--- config.mk ---
export PLATFORM = sky130hd
export DESIGN_NAME = stream_mute_seq
export DESIGN_NICKNAME = d
export VERILOG_FILES = /design/src/rtl/mute_seq_pkg.sv /design/src/rtl/pd_width_meter.sv /design/src/rtl/budget_timer.sv /design/src/rtl/clk_loss_mon.sv /design/src/rtl/stream_mute_seq.sv
export SDC_FILE = /design/constraint.sdc
export NUM_CORES = 1
export LEC_CHECK = 0
export ABC_AREA = 0
export CORE_MARGIN = 2
export CORE_UTILIZATION = 38
export DETAILED_ROUTE_END_ITERATION = 16
export PLACE_DENSITY = 0.73
export SLEW_MARGIN = 20
export SYNTH_ARGS = -nofsm -noshare
export SYNTH_HDL_FRONTEND = slang
export SYNTH_SLANG_ARGS = --single-unit
--- constraint.sdc ---
create_clock -name clk -period 2.24 [get_ports clk]
set_input_delay 0.336 -clock clk [delete_from_list [all_inputs] [get_ports clk]]
set_output_delay 0.336 -clock clk [all_outputs]
set_load 0.05 [all_outputs]
--- src/rtl/mute_seq_pkg.sv ---
package mute_seq_pkg;
  typedef enum logic [2:0] {
    ST_PD,
    ST_LOCK,
    ST_RUN,
    ST_UNLOCK,
    ST_TOUT
  } seq_state_t;
endpackage

--- src/rtl/pd_width_meter.sv ---
module pd_width_meter #(
  parameter int SHORT_TICKS = 10
) (
  input  logic clk,
  input  logic rst,
  input  logic tick,
  input  logic pwrdn_n,
  output logic long_o
);
  localparam int CNT_W = $clog2(SHORT_TICKS + 2);
  localparam logic [CNT_W-1:0] SAT_V   = CNT_W'(SHORT_TICKS + 1);
  localparam logic [CNT_W-1:0] SHORT_V = CNT_W'(SHORT_TICKS);

  logic [CNT_W-1:0] cnt_q;
  logic             low_q;
  logic             long_q;

  always_ff @(posedge clk) begin
    if (rst) begin
      cnt_q  <= '0;
      low_q  <= 1'b0;
      long_q <= 1'b0;
    end else begin
      low_q <= ~pwrdn_n;
      if (!pwrdn_n) begin
        if (tick && cnt_q != SAT_V) cnt_q <= cnt_q + 1'b1;
      end else if (low_q) begin
        long_q <= (cnt_q > SHORT_V);
        cnt_q  <= '0;
      end
    end
  end

  assign long_o = long_q;

  // the latched budget selector only moves on a release edge
  assert_long_hold_R6: assert property (@(posedge clk) disable iff (rst)
    !low_q |=> $stable(long_q));
endmodule

--- src/rtl/budget_timer.sv ---
module budget_timer #(
  parameter int BUDGET_SHORT = 100,
  parameter int BUDGET_LONG  = 200
) (
  input  logic clk,
  input  logic rst,
  input  logic tick,
  input  logic run_en,
  input  logic long_sel,
  output logic expired_o
);
  localparam int CNT_W = $clog2(BUDGET_LONG + 1);
  localparam logic [CNT_W-1:0] LIM_S = CNT_W'(BUDGET_SHORT);
  localparam logic [CNT_W-1:0] LIM_L = CNT_W'(BUDGET_LONG);

  logic [CNT_W-1:0] cnt_q;
  logic [CNT_W-1:0] limit;

  assign limit     = long_sel ? LIM_L : LIM_S;
  assign expired_o = (cnt_q >= limit);

  always_ff @(posedge clk) begin
    if (rst || !run_en) cnt_q <= '0;
    else if (tick && !expired_o) cnt_q <= cnt_q + 1'b1;
  end

  // the watchdog never counts past the larger budget
  assert_budget_cap_R7: assert property (@(posedge clk) disable iff (rst)
    cnt_q <= LIM_L);
endmodule

--- src/rtl/clk_loss_mon.sv ---
module clk_loss_mon #(
  parameter int LOSS_TICKS = 8
) (
  input  logic clk,
  input  logic rst,
  input  logic tick,
  input  logic clear,
  input  logic edge_i,
  output logic lost_o
);
  localparam int CNT_W = $clog2(LOSS_TICKS + 1);
  localparam logic [CNT_W-1:0] LIM = CNT_W'(LOSS_TICKS);

  logic [CNT_W-1:0] idle_q;

  always_ff @(posedge clk) begin
    if (rst || clear || edge_i) idle_q <= '0;
    else if (tick && idle_q != LIM) idle_q <= idle_q + 1'b1;
  end

  assign lost_o = (idle_q == LIM);

  // a clock strobe always restarts the silence count
  assert_edge_restart_R8: assert property (@(posedge clk) disable iff (rst)
    edge_i |=> !lost_o);
endmodule

--- src/rtl/stream_mute_seq.sv ---
module stream_mute_seq
  import mute_seq_pkg::*;
#(
  parameter int DATA_W          = 24,
  parameter int SHORT_RST_TICKS = 10,
  parameter int BUDGET_SHORT    = 100,
  parameter int BUDGET_LONG     = 200,
  parameter int LOSS_TICKS      = 8
) (
  input  logic              clk,
  input  logic              rst,
  input  logic              tick,
  input  logic              pwrdn_n,
  input  logic              in_clk_act,
  input  logic              core_locked,
  input  logic              rate_found,
  input  logic [DATA_W-1:0] smp_data,
  input  logic              smp_bound,
  output logic              core_rst,
  output logic [DATA_W-1:0] dout,
  output logic              dout_valid,
  output logic              lock_timeout
);
  seq_state_t state_q, nxt;
  logic       armed_q;
  logic       long_rst;
  logic       expired;
  logic       clk_lost;
  logic       valid_nxt;

  pd_width_meter #(.SHORT_TICKS(SHORT_RST_TICKS)) u_meter (
    .clk(clk), .rst(rst), .tick(tick), .pwrdn_n(pwrdn_n), .long_o(long_rst));

  budget_timer #(.BUDGET_SHORT(BUDGET_SHORT), .BUDGET_LONG(BUDGET_LONG)) u_budget (
    .clk(clk), .rst(rst), .tick(tick), .run_en(state_q == ST_LOCK),
    .long_sel(long_rst), .expired_o(expired));

  clk_loss_mon #(.LOSS_TICKS(LOSS_TICKS)) u_loss (
    .clk(clk), .rst(rst), .tick(tick), .clear(state_q == ST_PD),
    .edge_i(in_clk_act), .lost_o(clk_lost));

  always_comb begin
    nxt = state_q;
    if (!pwrdn_n) nxt = ST_PD;
    else begin
      unique case (state_q)
        ST_PD:     if (armed_q) nxt = ST_LOCK;
        ST_LOCK:   if (core_locked && rate_found) nxt = ST_RUN;
                   else if (expired) nxt = ST_TOUT;
        ST_RUN:    if (clk_lost) nxt = ST_UNLOCK;
        ST_UNLOCK: if (in_clk_act) nxt = ST_LOCK;
        ST_TOUT:   nxt = ST_TOUT;
        default:   nxt = ST_PD;
      endcase
    end
  end

  assign valid_nxt = (nxt == ST_RUN) && (state_q == ST_RUN) && (dout_valid || smp_bound);

  always_ff @(posedge clk) begin
    if (rst) begin
      state_q      <= ST_PD;
      armed_q      <= 1'b0;
      core_rst     <= 1'b1;
      dout         <= '0;
      dout_valid   <= 1'b0;
      lock_timeout <= 1'b0;
    end else begin
      state_q      <= nxt;
      if (!pwrdn_n) armed_q <= 1'b1;
      core_rst     <= (nxt == ST_PD);
      dout_valid   <= valid_nxt;
      dout         <= valid_nxt ? smp_data : '0;
      lock_timeout <= (nxt == ST_TOUT);
    end
  end

  // no exit from power-down before a power-down pulse
  assert_unarmed_hold_R2: assert property (@(posedge clk) disable iff (rst)
    !armed_q |-> core_rst);
  // power-down request mutes and resets on the next edge
  assert_pd_mute_R3: assert property (@(posedge clk) disable iff (rst)
    !pwrdn_n |=> (core_rst && !dout_valid && !lock_timeout && dout == '0));
  // no data leaks while the word is not valid
  assert_quiet_invalid_R5: assert property (@(posedge clk) disable iff (rst)
    !dout_valid |-> dout == '0);
  // timeout keeps the output muted
  assert_timeout_mute_R7: assert property (@(posedge clk) disable iff (rst)
    lock_timeout |-> !dout_valid);
  // a lost input clock drops valid on the next edge
  assert_loss_drop_R8: assert property (@(posedge clk) disable iff (rst)
    (state_q == ST_RUN && clk_lost) |=> !dout_valid);
endmodule

==> impl_metrics.tcl <==
set metrics [dict create \
    drv_slew 0 \
    cp.depth 6 \
    crit_type "reg -> reg" \
    cap_violations 0 \
    grt_max_degree 26 \
    synth_nets 248 \
    p_comb_share_pct 5.9 \
    hold_buffers 0 \
    powerDensity_nw_per_um2 615.0 \
    syn_inst 206 \
    crit_buf_inv 1 \
    dp_hpwl_mm 3.162 \
    power_switching_mw 0.3229 \
    fin_crit_ns 1.912 \
    layout_setup_ws_ns 0.3277 \
    drc 0 \
    h-tree-depth 2 \
    crit-reg2reg-launch "u_meter.long_o$_SDFFE_PP0P_" \
    dp_slack_ns 0.2567 \
    placed_area_sq_um 2641 \
    wl_per_cell_microns 11.99 \
    overflow 0 \
    cts_buffers 5 \
    postSynthAreaPerCell_sq_um 9.597 \
    tns_ns 0 \
    async_flop_share_pct 0 \
    final_core_util_pct 54.68 \
    hold_path_depth 2 \
    antenna_found_initial 0 \
    gp_congestion 0.7954 \
    crit_path_max_fanout 6 \
    p_int_mw 1.384 \
    synth_top_area_share_pct 49.62 \
    p_total_mw 1.707 \
    cp_slowest_cell "or4_1" \
    crit_arrival_ns 2.14 \
    p_leak_nw 1.032 \
    synth_top_cell_by_area "dfxtp_1" \
    setup_viol 0 \
    switching_share_pct 18.92 \
    hold_viol_final 0 \
    rsz0062_at_grt "false" \
    area_delta_synth_final_pct 40.38 \
    io_pins 59 \
    core_area_sq_um 5075 \
    ys_types 40 \
    crit_required_ns 2.47 \
    holdWs_ns 0.4704 \
    nets 310 \
    vias_per_cell 4.873 \
    clock_power_share_pct 42.5 \
    peakVddDrop_v 0.0003529 \
    netlist_area_sq_um 1977 \
    relSlewSlack_pct 52.37 \
    final_area_sq_um 2775 \
    vias 1652 \
    startpoint "u_meter.long_o$_SDFFE_PP0P_" \
    rows 26 \
    synthTopCellsByArea "dfxtp_1 (50%), and2_1 (8.2%), ha_1 (6.3%)" \
    max-clock-path-buffers 2 \
    layoutNonFillerInstCount 339 \
    ys_warn_count 0 \
    cp_top_family "simple AND/OR/NAND/NOR gates" \
    seq_area_frac_synth_pct 49.62 \
    post_cts_buffers 0 \
    wl_mm 4.066 \
    die_area_sq_um 5795 \
    power.share.sequential_pct 51.6 \
    die_x_microns 76.13 \
    worstSetupStartpointType "register" \
    synth-edff-count 0 \
    grt_util_all_layers_pct 15.00 \
    synth-seq-cells 49 \
    cts_tree "done" \
    tightest_slew_ns 0.6964 \
    worstHoldStart "armed_q$_SDFFE_PP0N_" \
    cts_resized 0 \
    dp.cells 331 \
    dr.pass1.iters 4 \
    insertion_delay_ns 0.30 \
    skew_ns 0.008889 \
    initial_core_util_pct 38.95 \
    status "finished clean" \
    hold_path.class "reg -> reg" \
    ant_nets 0 \
    grt_pass1_vias 1594 \
    drt_iter0_markers 87 \
    max_stage_delay_ns 0.50 \
    grt_pass1_wl_mm 7.044 \
    max_freq_mhz 522.9 \
    cts_root_buf "clkbuf_8" \
    path_clk_slew_ns 0.09 \
    r2r_cells 6 \
    path_cells "inv_1 > ha_1 > and2_1 > a21o_1 > or4_1 > mux2i_1" \
    diodes 0 \
    fp.dieH_microns 76.13 \
    clock-sinks 49 \
    worstSetupEndpointType "register" \
    drive_gt1_share_pct 7.807 \
    ys.flop_type "dfxtp_1" \
    fin_crit_sh_pct 85.37 \
    port_buffers 58 \
]
-- metal layers --
metal	wire length (microns)	up-vias	global-route usage, %	share of wire (%)
li1	-	832	-	-
met1	1640	757	16.44	40
met5	0	-	0	0
met4	43	0	4.909	1.1
met2	1880	59	23.84	46
met3	500	4	9.479	12
-- logic make-up (layout without fill, tap and decap cells) --
logic type                 count (synthesis)  in the layout  synth area share (%)
xor gates and xnor gates                   4              4                 1.772
buffers and inverters                     20             83                 3.987
AOI/OAI and AO/OA                         37             37                 12.34
DFF                                       49             49                 49.62
muxes                                      2              2                 1.013
adders and majority gates                 10             10                 6.329
and+or+nand+nor                           84             84                 24.94
-- layout make-up --
cell class	count	area, sq um
Clock buffer	5	68.82
Fill cell	473	2300
Inverter	14	52.55
Timing Repair Buffer	61	603.1
Multi-Input combinational cell	137	917.1
Clock inverter	3	65.06
Tap cell	70	87.58
Sequential cell	49	980.9
-- Yosys cell counts (2+ instances only) --
library cell and number:
dfxtp_1 49, and2_1 26, a21oi_1 15, inv_1 14, nand3_1 13, nand2_1 11
ha_1 10, nor2_1 9, nand4_1 6, a21o_1 4, nor2b_1 4, o21ai_0 4
a31o_2 3, or2_2 3, or4_1 3, a31oi_1 2, buf_2 2, clkbuf_1 2
mux2i_1 2, nand2b_1 2, xnor2_1 2, xor2_1 2
-- placed cells by master, fill, tap and decap left out, drive strengths merged, types with 3 or more instances in the layout --
| cell type | n |
|---|---|
| buf | 3 |
| or2 | 3 |
| a31o | 3 |
| nand3 | 13 |
| ha | 10 |
| and2 | 26 |
| o21ai | 5 |
| nand2 | 11 |
| a21oi | 15 |
| clkbuf | 5 |
| nor2b | 4 |
| or4 | 3 |
| dfxtp | 49 |
| nor2 | 9 |
| clkdlybuf4s50 | 58 |
| inv | 14 |
| a21o | 4 |
| nand4 | 6 |
-- power groups by stage --
stage / Sequential [mW] / Clock [mW] / Combinational (mW)
finish: 0.881 / 0.725 / 0.100
global route: 0.883 / 0.789 / 0.111
CTS: 0.881 / 0.748 / 0.101
detailed placement: 0.902 / 0 / 0.101
global placement: 0.902 / 0 / 0.0984
floorplan: 0.904 / 0 / 0.0320
-- final timing paths --
check	to	slack (ns)
max	u_budget.cnt_q[3]$_SDFFE_PP0P_	0.33
min	armed_q$_SDFFE_PP0N_	0.47
max reg2reg	u_budget.cnt_q[3]$_SDFFE_PP0P_	0.33
min reg2reg	armed_q$_SDFFE_PP0N_	0.47
-- registers in the layout (all words and copies together), names as in the netlist --
signal and count:
u_meter.long_o 1, u_loss.idle_q 4, u_meter.low_q 1, u_budget.cnt_q 8, dout_valid 1, core_rst 1
state_q 3, lock_timeout 1, dout 24, u_meter.cnt_q 4, armed_q 1
-- tightest hold or removal path, delay by kind of cell (launching register included) --
family                 cells  cell delay [ns]
AOI/OAI and AO/OA          1             0.06
DFF                        1             0.31
buffers and inverters      1             0.06
Power figures use the tool's default switching activity.
